**src/rtl/mirrored_regfile.sv**
```systemverilog
module mirrored_regfile #(
  parameter int DATA_W = 32,
  parameter int ADDR_W = 5
) (
  input  logic              clk,
  input  logic              rst_n,
  input  logic [ADDR_W-1:0] rd1_addr,
  output logic [DATA_W-1:0] rd1_data,
  input  logic [ADDR_W-1:0] rd2_addr,
  output logic [DATA_W-1:0] rd2_data,
  input  logic              wr_en,
  input  logic [ADDR_W-1:0] wr_addr,
  input  logic [DATA_W-1:0] wr_data
);
  localparam int DEPTH = 1 << ADDR_W;
  localparam int COPIES = 2;
  localparam logic [1:0] SEL_MEM  = 2'd0;
  localparam logic [1:0] SEL_BYP  = 2'd1;
  localparam logic [1:0] SEL_ZERO = 2'd2;

  logic              wr_live;
  logic [DATA_W-1:0] port_out [COPIES];

  assign wr_live = wr_en && (wr_addr != '0);

  for (genvar c = 0; c < COPIES; c++) begin : g_copy
    logic [DATA_W-1:0] mem [DEPTH];
    logic [ADDR_W-1:0] ra;
    logic [DATA_W-1:0] q, byp;
    logic [1:0]        sel;

    assign ra = (c == 0) ? rd1_addr : rd2_addr;

    always_ff @(posedge clk)
      if (wr_live) mem[wr_addr] <= wr_data;

    always_ff @(posedge clk or negedge rst_n)
      if (!rst_n) begin
        q   <= '0;
        byp <= '0;
        sel <= SEL_ZERO;
      end else begin
        q   <= mem[ra];
        byp <= wr_data;
        if (ra == '0)                      sel <= SEL_ZERO;
        else if (wr_live && wr_addr == ra) sel <= SEL_BYP;
        else                               sel <= SEL_MEM;
      end

    assign port_out[c] = (sel == SEL_ZERO) ? '0 :
                         (sel == SEL_BYP)  ? byp : q;
  end

  assign rd1_data = port_out[0];
  assign rd2_data = port_out[1];
endmodule


```
**config.mk**
```make
export PLATFORM = sky130hd
export DESIGN_NAME = mirrored_regfile
export DESIGN_NICKNAME = d
export VERILOG_FILES = /design/src/rtl/mirrored_regfile.sv
export SDC_FILE = /design/constraint.sdc
export NUM_CORES = 1
export LEC_CHECK = 0
export CAP_MARGIN = 20
export CORE_MARGIN = 2
export CORE_UTILIZATION = 40
export CTS_BUF_LIST = sky130_fd_sc_hd__clkbuf_16
export DETAILED_ROUTE_END_ITERATION = 8
export DONT_BUFFER_PORTS = 1
export HOLD_SLACK_MARGIN = 0.05
export PLACE_DENSITY_LB_ADDON = 0.08
export RECOVER_POWER = 100
export SYNTH_ARGS = -nofsm -noshare
export SYNTH_HDL_FRONTEND = slang
export SYNTH_SLANG_ARGS = --single-unit
```
**constraint.sdc**
```tcl
create_clock -name clk -period 2.7 [get_ports clk]
set_clock_uncertainty 0.1 [all_clocks]
set_input_delay 0.54 -clock clk [delete_from_list [all_inputs] [get_ports clk]]
set_output_delay 0.54 -clock clk [all_outputs]
set_load 0.05 [all_outputs]
```
==> flow_summary.json <==
{
  "status": "complete, but fails checks",
  "violations": "max-capacitance violations, max-slew violations, negative setup slack",
  "die_w_um": 359,
  "rows": 130,
  "mostFrequentLayoutCells": "1024 x edfxtp_1, 417 x mux4_2, 159 x o22ai_1",
  "synth_cells": 2523,
  "gp_congestion": 0.804,
  "overflow": 0,
  "drive_gt1_share_pct": 31.5,
  "vdd_drop_max_mv": 0.444,
  "whs_ps": 114,
  "num_io_pins": 114,
  "synthArstFlopShare_pct": 8.90,
  "synth_area_per_cell_um2": 20.0,
  "nFillCells": 10400,
  "crit_buf_inv": 3,
  "htreeDepth": 3,
  "mappedNetlistArea_mm2": 0.0504,
  "powerDensity_mw_per_mm2": 667,
  "crit_top_cell": "buf_12",
  "cp.required_ps": 2060,
  "hold_viol": 0,
  "route.detailed.drc": 0,
  "grt_antenna_before_repair": 3,
  "portBuffers": 0,
  "wl_met1_um": 71200,
  "synthToLayoutAreaGrowth_pct": 17.3,
  "fin_crit_sh_pct": 115,
  "path_cells": "buf_12 -> buf_16 -> mux2_4 -> a22o_1 -> buf_12",
  "start_util_pct": 40.2,
  "die_y_um": 359,
  "routed_wirelength_um": 174000,
  "drt_first_pass_iters": 8,
  "postRouteAntennaNets": 0,
  "rsz0062_at_grt": "true",
  "path_class": "register to output pin",
  "period_needed_ps": 3110,
  "ys_ff_latch": 1124,
  "synth_seq_area_share_pct": 66.0,
  "slowest_stage": "dfstp_4",
  "grt_pass1_vias": 30300,
  "ys_warn_count": 0,
  "routed.top_layer": "met4",
  "critPathMaxStageDelay_ps": 660,
  "multi_input_area_mm2": 0.0167,
  "ys.flop_type": "edfxtp_1",
  "fmax_ghz": 0.321,
  "vias_per_cell": 6.52,
  "die_area_mm2": 0.129,
  "fin_area_mm2": 0.0592,
  "crit_path_max_fanout": 8,
  "ys_types": 46,
  "cts.sinks": 1124,
  "arrival_ps": 2470,
  "seqCellArea_mm2": 0.0333,
  "cp_top_family": "flip-flops",
  "vias": 29400,
  "met3_length_um": 14900,
  "coreArea_mm2": 0.125,
  "relSlewSlack_pct": -36.6,
  "clkSlewWorstSetupHoldPaths_ps": 60,
  "final.setup.worst_slack_ps": -413,
  "power_leakage_uw": 0.0194,
  "worst_pin_slew_ps": 2050,
  "clk_path_buf_depth": 3,
  "cts_root_buffer": "clkbuf_16",
  "cts_tree": "built",
  "postPlaceCellArea_mm2": 0.0545,
  "cts_buffers": 121,
  "worstSkewPairLatency_ps": 760,
  "grt_usage_pct": 26.6,
  "grt_pass1_wl_um": 239000,
  "setup_violations": 96,
  "end_kind": "output pin",
  "drt_iter0_markers": 3585,
  "maxCapViolations": 18,
  "wl_met2_um": 81900,
  "synth_edf_count": 1024,
  "drv_slew": 428,
  "nets": 2807,
  "hp-class": "input pin to register",
  "critPathLaunchType": "register",
  "dp_hpwl_um": 94200,
  "layout_commonest_cell": "edfxtp_1",
  "wl_per_cell_um": 38.4,
  "grt_max_degree": 321
}
[layout make-up]
cell class,count,share of cell area [%]
multi-input cells,1213,28.2
flip-flops and latches,1124,56.2
well taps,1650,3.49
clock inverters,108,1.28
repair buffers,296,5.61
inverters,1,0.00635
diodes,5,0.0212
clock buffers,122,5.16
[registers in the layout, indices dropped and copies added (netlist names)]
signal      count
g_copy.byp     32
g_copy.mem   1024
g_copy.sel      4
g_copy.q       64
[metal layers]
layer  vias to the layer above  GRT usage [%]
met1                     16100           36.7
met2                      1482           41.9
met3                       301           6.53
met4                         0           8.50
met5                         -              0
li1                      11500              -
[worst reg2reg max path, delay by kind of cell, from the launching register on]
family	cells	cell delay, ps
AO/OA/AOI/OAI	3	1280
flip-flops	1	470
multiplexers	1	550
[through the flow]
step / power [uW] / setup TNS (ps) / util (%) / std cells / setup slack, ps
floorplan: 22300 / -168270 / - / 2554 / -423
global placement: 23300 / 0 / 43.5 / 4184 / 68.8
detailed placement: 23300 / 0 / 43.5 / 4184 / 28.6
CTS: 39700 / -25470 / 47.5 / 4488 / -445
global route: 40600 / -28050 / 47.2 / 4514 / -478
finish: 39400 / -23390 / 47.2 / 4519 / -413
[what timing repair did]
item	CTS	global route
endpoints found under the setup margin	64	64
pin swaps	12	5
hold buffers	62	0
gates resized for setup	56	37
setup buffers	9	4
gates cloned	3	2
endpoints found under the hold margin	1185	0
[final timing paths]
path | from | end | slack [ps] | depth (start not counted)
setup / recovery | g_copy[0].sel[1]$_DFF_PN1_ | rd1_data[7] | -410 | 5
min in group asynchronous | rst_n | g_copy[1].byp[24]$_DFF_PN0_ | 940 | 2
hold reg to reg | g_copy[1].mem[5][2]$_DFFE_PP_ | g_copy[1].q[2]$_DFF_PN0_ | 680 | 4
setup reg to reg | g_copy[1].mem[8][9]$_DFFE_PP_ | g_copy[1].q[9]$_DFF_PN0_ | 120 | 4
hold / removal | rd2_addr[4] | g_copy[1].q[10]$_DFF_PN0_ | 110 | 3
max in group asynchronous | rst_n | g_copy[1].sel[0]$_DFF_PN0_ | 160 | 2
[synth_stat cells, drive strengths merged (2+ instances only)]
| cell | instances | area, um^2 |
|---|---|---|
| or3 | 4 | 25.0 |
| o221ai | 31 | 272 |
| nand3b | 10 | 75.1 |
| a2111oi | 30 | 394 |
| nor3 | 3 | 15.0 |
| a21oi | 62 | 310 |
| a22oi | 33 | 248 |
| nand3 | 7 | 35.0 |
| mux2 | 66 | 743 |
| dfrtp | 98 | 2450 |
| mux4 | 448 | 10200 |
| nor2 | 40 | 150 |
| nand2 | 6 | 22.5 |
| a22o | 94 | 823 |
| o22ai | 159 | 995 |
| and2 | 2 | 12.5 |
| mux2i | 127 | 1270 |
| xor2 | 5 | 43.8 |
| nor4 | 33 | 206 |
| xnor2 | 4 | 35.0 |
| edfxtp | 1024 | 30700 |
| or3b | 4 | 35.0 |
| dfstp | 2 | 52.6 |
| nor2b | 3 | 18.8 |
| buf | 129 | 805 |
| clkbuf | 86 | 324 |
[cells by family (layout without fill, tap and decap cells)]
group	after synthesis	after routing	synth area share [%]
other	1	37	0.00744
AOI/OAI and AO/OA	417	417	6.16
xor gates and xnor gates	9	9	0.156
buffers and inverters	217	527	2.26
DFF	1124	1124	66.0
and+or+nand+nor	114	114	1.21
muxes	641	641	24.2
[where the power goes]
part | internal (uW) | switching [uW] | total, uW
Combinational | 1900 | 1950 | 3850
Sequential | 19400 | 242 | 19600
Clock | 9020 | 6940 | 16000
Total | 30300 | 9140 | 39400
No activity file was read; power rests on OpenSTA's default activity.
